[config.mk]
export PLATFORM = sky130hd
export DESIGN_NAME = cycle_stepper
export DESIGN_NICKNAME = d
export VERILOG_FILES = /design/src/rtl/cycle_stepper_pkg.sv /design/src/rtl/step_sequencer.sv /design/src/rtl/io_word_bank.sv /design/src/rtl/host_read_mux.sv /design/src/rtl/cycle_stepper.sv
export SDC_FILE = /design/constraint.sdc
export NUM_CORES = 1
export LEC_CHECK = 0
export BUFFER_PORTS_ARGS = -buffer_cell sky130_fd_sc_hd__clkbuf_2
export CAP_MARGIN = 20
export CORE_MARGIN = 2
export CORE_UTILIZATION = 53
export DETAILED_ROUTE_END_ITERATION = 8
export GPL_ROUTABILITY_DRIVEN = 0
export PLACE_DENSITY_LB_ADDON = 0.3
export SETUP_SLACK_MARGIN = 0.05
export SLEW_MARGIN = 20
export SYNTH_ARGS = -nofsm -noshare
export SYNTH_HDL_FRONTEND = slang
export SYNTH_SLANG_ARGS = --single-unit
[constraint.sdc]
create_clock -name clk_i -period 1.9 [get_ports clk_i]
set_input_delay 0.19 -clock clk_i [delete_from_list [all_inputs] [get_ports clk_i]]
set_output_delay 0.19 -clock clk_i [all_outputs]
set_load 0.03 [all_outputs]
[src/rtl/cycle_stepper_pkg.sv]
package cycle_stepper_pkg;
  localparam int unsigned ADDR_CTRL   = 0;
  localparam int unsigned ADDR_STAT   = 1;
  localparam int unsigned ADDR_COUNT  = 2;
  localparam int unsigned ADDR_REMAIN = 3;
  localparam int unsigned ADDR_IO     = 4;

  typedef struct packed {
    logic done;
    logic busy;
  } stat_t;
endpackage

[src/rtl/step_sequencer.sv]
module step_sequencer #(
  parameter int unsigned CNT_W = 16
) (
  input  logic             clk_i,
  input  logic             rst_ni,
  input  logic             start_i,
  input  logic [CNT_W-1:0] count_i,
  output logic             busy_o,
  output logic             done_o,
  output logic [CNT_W-1:0] remain_o
);
  logic             busy_q, done_q;
  logic [CNT_W-1:0] rem_q;

  always_ff @(posedge clk_i or negedge rst_ni) begin
    if (!rst_ni) begin
      busy_q <= 1'b0;
      done_q <= 1'b0;
      rem_q  <= '0;
    end else if (busy_q) begin
      rem_q <= rem_q - CNT_W'(1);
      if (rem_q == CNT_W'(1)) begin
        busy_q <= 1'b0;
        done_q <= 1'b1;
      end
    end else if (start_i) begin
      rem_q <= count_i;
      if (count_i == '0) begin
        done_q <= 1'b1;
      end else begin
        busy_q <= 1'b1;
        done_q <= 1'b0;
      end
    end
  end

  assign busy_o   = busy_q;
  assign done_o   = done_q;
  assign remain_o = rem_q;
endmodule

[src/rtl/io_word_bank.sv]
module io_word_bank #(
  parameter int unsigned N_WORDS = 2,
  parameter int unsigned DATA_W  = 16,
  parameter int unsigned ADDR_W  = 4,
  parameter int unsigned BASE    = 4
) (
  input  logic                      clk_i,
  input  logic                      rst_ni,
  input  logic                      we_i,
  input  logic                      lock_i,
  input  logic [ADDR_W-1:0]         addr_i,
  input  logic [DATA_W-1:0]         wdata_i,
  output logic [N_WORDS*DATA_W-1:0] words_o
);
  for (genvar i = 0; i < N_WORDS; i++) begin : g_word
    logic [DATA_W-1:0] word_q;
    logic              hit;
    assign hit = we_i && !lock_i && (addr_i == ADDR_W'(BASE + i));
    always_ff @(posedge clk_i or negedge rst_ni) begin
      if (!rst_ni)  word_q <= '0;
      else if (hit) word_q <= wdata_i;
    end
    assign words_o[i*DATA_W +: DATA_W] = word_q;
  end
endmodule

[src/rtl/host_read_mux.sv]
module host_read_mux
  import cycle_stepper_pkg::*;
#(
  parameter int unsigned CNT_W  = 16,
  parameter int unsigned DATA_W = 16,
  parameter int unsigned ADDR_W = 4,
  parameter int unsigned N_IN   = 2,
  parameter int unsigned N_OUT  = 2
) (
  input  logic [ADDR_W-1:0]       addr_i,
  input  stat_t                   stat_i,
  input  logic [CNT_W-1:0]        count_i,
  input  logic [CNT_W-1:0]        remain_i,
  input  logic [N_IN*DATA_W-1:0]  in_words_i,
  input  logic [N_OUT*DATA_W-1:0] out_words_i,
  output logic [DATA_W-1:0]       rdata_o
);
  localparam int unsigned OUT_BASE = ADDR_IO + N_IN;

  always_comb begin
    rdata_o = '0;
    if (addr_i == ADDR_W'(ADDR_STAT))   rdata_o = DATA_W'(stat_i);
    if (addr_i == ADDR_W'(ADDR_COUNT))  rdata_o = DATA_W'(count_i);
    if (addr_i == ADDR_W'(ADDR_REMAIN)) rdata_o = DATA_W'(remain_i);
    for (int i = 0; i < N_IN; i++)
      if (addr_i == ADDR_W'(ADDR_IO + i)) rdata_o = in_words_i[i*DATA_W +: DATA_W];
    for (int j = 0; j < N_OUT; j++)
      if (addr_i == ADDR_W'(OUT_BASE + j)) rdata_o = out_words_i[j*DATA_W +: DATA_W];
  end
endmodule

[src/rtl/cycle_stepper.sv]
module cycle_stepper
  import cycle_stepper_pkg::*;
#(
  parameter int unsigned CNT_W  = 16,
  parameter int unsigned DATA_W = 16,
  parameter int unsigned ADDR_W = 4,
  parameter int unsigned N_IN   = 2,
  parameter int unsigned N_OUT  = 2
) (
  input  logic                      clk_i,
  input  logic                      rst_ni,
  input  logic                      host_we_i,
  input  logic [ADDR_W-1:0]         host_addr_i,
  input  logic [DATA_W-1:0]         host_wdata_i,
  output logic [DATA_W-1:0]         host_rdata_o,
  output logic                      dev_ce_o,
  output logic [N_IN*DATA_W-1:0]    dev_in_o,
  input  logic [N_OUT*DATA_W-1:0]   dev_out_i
);
  localparam int unsigned MAP_END = ADDR_IO + N_IN + N_OUT;

  initial begin
    if (DATA_W < CNT_W) $error("cycle_stepper: DATA_W narrower than CNT_W");
    if (MAP_END > (1 << ADDR_W)) $error("cycle_stepper: address space too small");
  end

  logic             start_w, busy_w, done_w;
  logic [CNT_W-1:0] cnt_q, remain_w;
  stat_t            stat_w;

  assign start_w = host_we_i && (host_addr_i == ADDR_W'(ADDR_CTRL)) && host_wdata_i[0];

  always_ff @(posedge clk_i or negedge rst_ni) begin
    if (!rst_ni) cnt_q <= '0;
    else if (host_we_i && host_addr_i == ADDR_W'(ADDR_COUNT)) cnt_q <= host_wdata_i[CNT_W-1:0];
  end

  step_sequencer #(.CNT_W(CNT_W)) u_seq (
    .clk_i    (clk_i),
    .rst_ni   (rst_ni),
    .start_i  (start_w),
    .count_i  (cnt_q),
    .busy_o   (busy_w),
    .done_o   (done_w),
    .remain_o (remain_w)
  );

  io_word_bank #(
    .N_WORDS (N_IN),
    .DATA_W  (DATA_W),
    .ADDR_W  (ADDR_W),
    .BASE    (ADDR_IO)
  ) u_in_bank (
    .clk_i   (clk_i),
    .rst_ni  (rst_ni),
    .we_i    (host_we_i),
    .lock_i  (busy_w),
    .addr_i  (host_addr_i),
    .wdata_i (host_wdata_i),
    .words_o (dev_in_o)
  );

  assign stat_w.busy = busy_w;
  assign stat_w.done = done_w;

  host_read_mux #(
    .CNT_W  (CNT_W),
    .DATA_W (DATA_W),
    .ADDR_W (ADDR_W),
    .N_IN   (N_IN),
    .N_OUT  (N_OUT)
  ) u_rmux (
    .addr_i      (host_addr_i),
    .stat_i      (stat_w),
    .count_i     (cnt_q),
    .remain_i    (remain_w),
    .in_words_i  (dev_in_o),
    .out_words_i (dev_out_i),
    .rdata_o     (host_rdata_o)
  );

  // enable straight from the busy flop: whole cycles only
  assign dev_ce_o = busy_w;
endmodule

==> reports/results.tsv <==
stage	metric	value	unit
power_and_ir_drop	Switching Share	27.8	%
critical_path	CP Max Fanout	2	
critical_path	Critical Path Sink	host_rdata_o[0]	
floorplan	Initial Utilization	53.9	%
synthesis	Main synth FF type	dfrtp_1	
power_and_ir_drop	total chip power	3.48	mW
synthesis	cell taking the most area after synthesis	dfrtp_1	
sta	Worst-Margin Slew	0.557	ns
critical_path	Worst Reg-to-Reg Cells	5	
finish	final instance area	4900	µm²
synthesis	Ys Warns	0	
critical_path	element type at the critical path end	primary output	
power_and_ir_drop	Internal	2.51	mW
power_and_ir_drop	leakage power figure	2.32	nW
synthesis	synth top area cells	dfrtp_1, mux2_2, mux2i_1, mux2_4, nor2_1	
clock_tree	CTS Buf Count	9	
clock_tree	Clock Root Buffer	clkbuf_8	
detailed_routing	Post-DRT Antenna Nets	0	
sta	crit path time final	1.86	ns
flow_run	max_cap viols	0	
synthesis	Post-synth EDFFs	0	
floorplan	die area	7950	µm²
clock_tree	TritonCTS clock tree	built	
detailed_routing	Avg WL per Cell	19.0	µm
min_path	hold crit path type	primary input to register	
synthesis	Simple-Gate Fraction of Synth Area	15.7	%
synthesis	Yosys cell types	55	
critical_path	reg2reg end	u_seq.remain_o[5]	
finish	# nets final	525	
sta	relative slew slack	62.9	%
synthesis	top cell type's share of synthesized area	43.0	%
critical_path	delay-heaviest family, CP	flip-flops	
critical_path	crit path max-delay cell type	dfrtp_2	
detailed_routing	initial DRC count	395	
sta	RSZ-0062 raised after global routing	yes	
power_and_ir_drop	Logic pwr share	14.9	%
critical_path	FF-to-FF setup slack	0.13	ns
finish	Ant. Diodes	0	
sta	final hold viol count	0	
sta	fmax	537	MHz
synthesis	Synth Area in Adders	0.651	%
synthesis	mux cell area share after synthesis	22.1	%
floorplan	row count	31	
sta	final period utilization	97.9	%
critical_path	CP Data Arrival Time	1.67	ns
power_and_ir_drop	sequential power share	46.1	%
critical_path	reg2reg start	u_seq.remain_o[0]	
clock_tree	Clock Sinks	66	
detailed_routing	Routed WL	10900	µm
global_route	Remaining Overflow, GRT	0	
critical_path	worst endpoint required time	1.71	ns
synthesis	Synth Register Bits	66	
finish	layout cell share with drive strength beyond 1	46.5	%
detailed_routing	vias	3438	
placement	dpl hpwl	7640	µm
finish	Area Growth Syn to Fin	27.3	%
floorplan	DIE HEIGHT	89.2	µm
clock_tree	Max Root-Sink Buffers	2	
synthesis	largest family of logic cells by synthesized area	multiplexers	
clock_tree	worst skew pair latency	0.35	ns
critical_path	type of the worst setup path	register to primary output	
synthesis	Compound-Gate Fraction of Synth Area	13.1	%
synthesis	Synth Area in XOR/XNOR	1.59	%
global_route	first-pass GRT wire length	17000	µm
detailed_routing	Pre-antenna DRT Iters	6	
global_route	overall routing resource usage	28.6	%
power_and_ir_drop	IR Drop Worst-Case VDD	0.000619	V
clock_tree	total number of H-tree levels	3	
placement	Port Buffers	103	
floorplan	Ports	104	
synthesis	Syn Inst Count	352	
floorplan	Core Area	7140	µm²
critical_path	Critical path origin	u_seq.remain_o[0]	
global_route	vias in the first global route	3230	
clock_tree	Reg clk slew, reported paths	0.08	ns
synthesis	post-synthesis sequential area ratio	43.0	%
critical_path	CP Depth	5	
detailed_routing	Residual DRC	0	
detailed_routing	DR vias/cell	6.01	
placement	Post-DP Area	4510	µm²
synthesis	Mapped Area	3840	µm²
synthesis	Avg Inst Size Synth	10.9	µm²
sta	Final Slew Violations	0	
critical_path	Max stage delay on crit path	0.42	ns
critical_path	CP cell instances	mux2_4, a221oi_2, nor2_1, a22o_1, clkbuf_8	
synthesis	Synth Net Count	409	
global_route	largest net degree at the start of global routing	48	
critical_path	sum of buffers and inverters on the critical path	1	
sta	worst clock skew	0.00599	ns
floorplan	chip width	89.2	µm
power_and_ir_drop	Pwr Density	710	nW/µm²
synthesis	share of synthesized registers carrying an async set or reset	100	%
critical_path	type of origin of the critical path	register	
global_route	number of antenna violations at the first check in global routing	0	
power_and_ir_drop	Sw Pwr	0.966	mW
sta	final setup fails	0	
status	status	finished, final reports clean	
power_and_ir_drop	clock share of power	39.0	%
final cells by class:
type	count	area [µm²]
flip-flops and latches	66	1660
inverters	4	15.0
multi-input cells	259	2090
repair buffers	128	776
fillers	551	2240
well taps	99	124
clock buffers	10	138
clock inverters	6	90.1
cell families after synthesis:
logic type	count (synthesis)
and+or+nand+nor	106
adders and majority gates	2
DFF	66
muxes	75
buffers and inverters	27
AOI/OAI and AO/OA	69
xor gates and xnor gates	7
synth_stat cells, types with 2 or more instances:
| master | number |
|---|---|
| a21oi_1 | 11 |
| a221o_1 | 3 |
| a222oi_1 | 8 |
| a22oi_1 | 7 |
| a31oi_1 | 6 |
| buf_1 | 2 |
| buf_2 | 11 |
| buf_4 | 3 |
| clkbuf_1 | 5 |
| dfrtp_1 | 66 |
| ha_1 | 2 |
| inv_1 | 3 |
| mux2_2 | 39 |
| mux2_4 | 10 |
| mux2i_1 | 26 |
| nand2_1 | 15 |
| nand2_2 | 2 |
| nand2b_1 | 2 |
| nand3_1 | 6 |
| nand3b_1 | 4 |
| nand4_1 | 7 |
| nor2_1 | 31 |
| nor2b_1 | 5 |
| nor3_1 | 10 |
| nor3b_1 | 3 |
| nor4_1 | 10 |
| o21a_1 | 2 |
| o21ai_0 | 9 |
| o21ai_1 | 4 |
| o2bb2ai_1 | 8 |
| o32a_1 | 2 |
| xor2_1 | 7 |
sequential cells by signal, summed over array words and instances (netlist names):
signal and count:
u_seq.remain_o 16, u_in_bank.g_word.word_q 32, cnt_q 16, u_seq.busy_o 1, u_seq.done_o 1
layer usage:
metal	track usage [%]	wire length [µm]	vias up
li1	-	-	1564
met1	41.1	4700	1677
met2	42.6	5020	173
met3	7.20	934	24
met4	9.36	201	0
met5	0	0	-
how the worst min path moves through the flow:
stage                    startpoint                       endpoint  slack (ns)  cells after the start
global route        host_wdata_i[3]  u_in_bank.g_word[1].word_q[3]        0.11                      2
finish              host_wdata_i[3]  u_in_bank.g_word[1].word_q[3]         0.1                      2
CTS                 host_wdata_i[3]                       cnt_q[3]        0.09                      2
floorplan                    rst_ni                       cnt_q[0]       -0.11                      0
detailed placement           rst_ni              u_seq.remain_o[1]        0.20                      1
global placement             rst_ni              u_seq.remain_o[0]        0.19                      1
cells in the final DEF, fill, tap and decap left out, types with 3 or more instances in the layout:
master,netlist,layout
mux2i_1,26,26
nor2_1,31,30
o21ai_0,9,5
mux2_2,39,38
a221o_1,3,3
nand3_1,6,6
o2bb2ai_1,8,7
clkbuf_8,0,11
dfrtp_2,0,7
nor2b_1,5,4
buf_4,3,26
clkbuf_2,0,92
a21oi_1,11,11
dfrtp_1,66,59
nand4_1,7,7
inv_1,3,3
a22oi_1,7,7
o21ai_1,4,7
xor2_1,7,7
a222oi_1,8,8
a31oi_1,6,6
nor3_2,0,4
buf_12,1,3
nand3b_1,4,4
nand2_1,15,15
nor3_1,10,6
nor4_1,10,10
mux2_4,10,11
power groups by stage:
stage	combinational [mW]	sequential, mW	clock (mW)
floorplan	0.269	1.59	0
global placement	0.450	1.62	0
detailed placement	0.460	1.63	0
CTS	0.482	1.60	1.36
global route	0.564	1.61	1.42
finish	0.519	1.60	1.35
metrics by stage:
step                 TNS [ns]  hold slack (ns)  setup WS, ns  cells  util, %
floorplan                   0           -0.106         0.104    352        -
global placement    -0.000384            0.192     -0.000384    548     63.3
global route          -0.0450            0.109       -0.0296    572     68.6
CTS                         0           0.0939       0.00573    567     67.1
detailed placement          0            0.199       0.00876    548     63.3
finish                      0           0.0961        0.0392    572     68.6
timing repair:
item | in CTS | in global routing
pin swaps | 3 | 14
gates resized for setup | 6 | 41
endpoints found under the setup margin | 5 | 17
setup buffers | 2 | 5
hold buffers | 1 | 0
endpoints found under the hold margin | 19 | 0
Power figures use the tool's default switching activity.
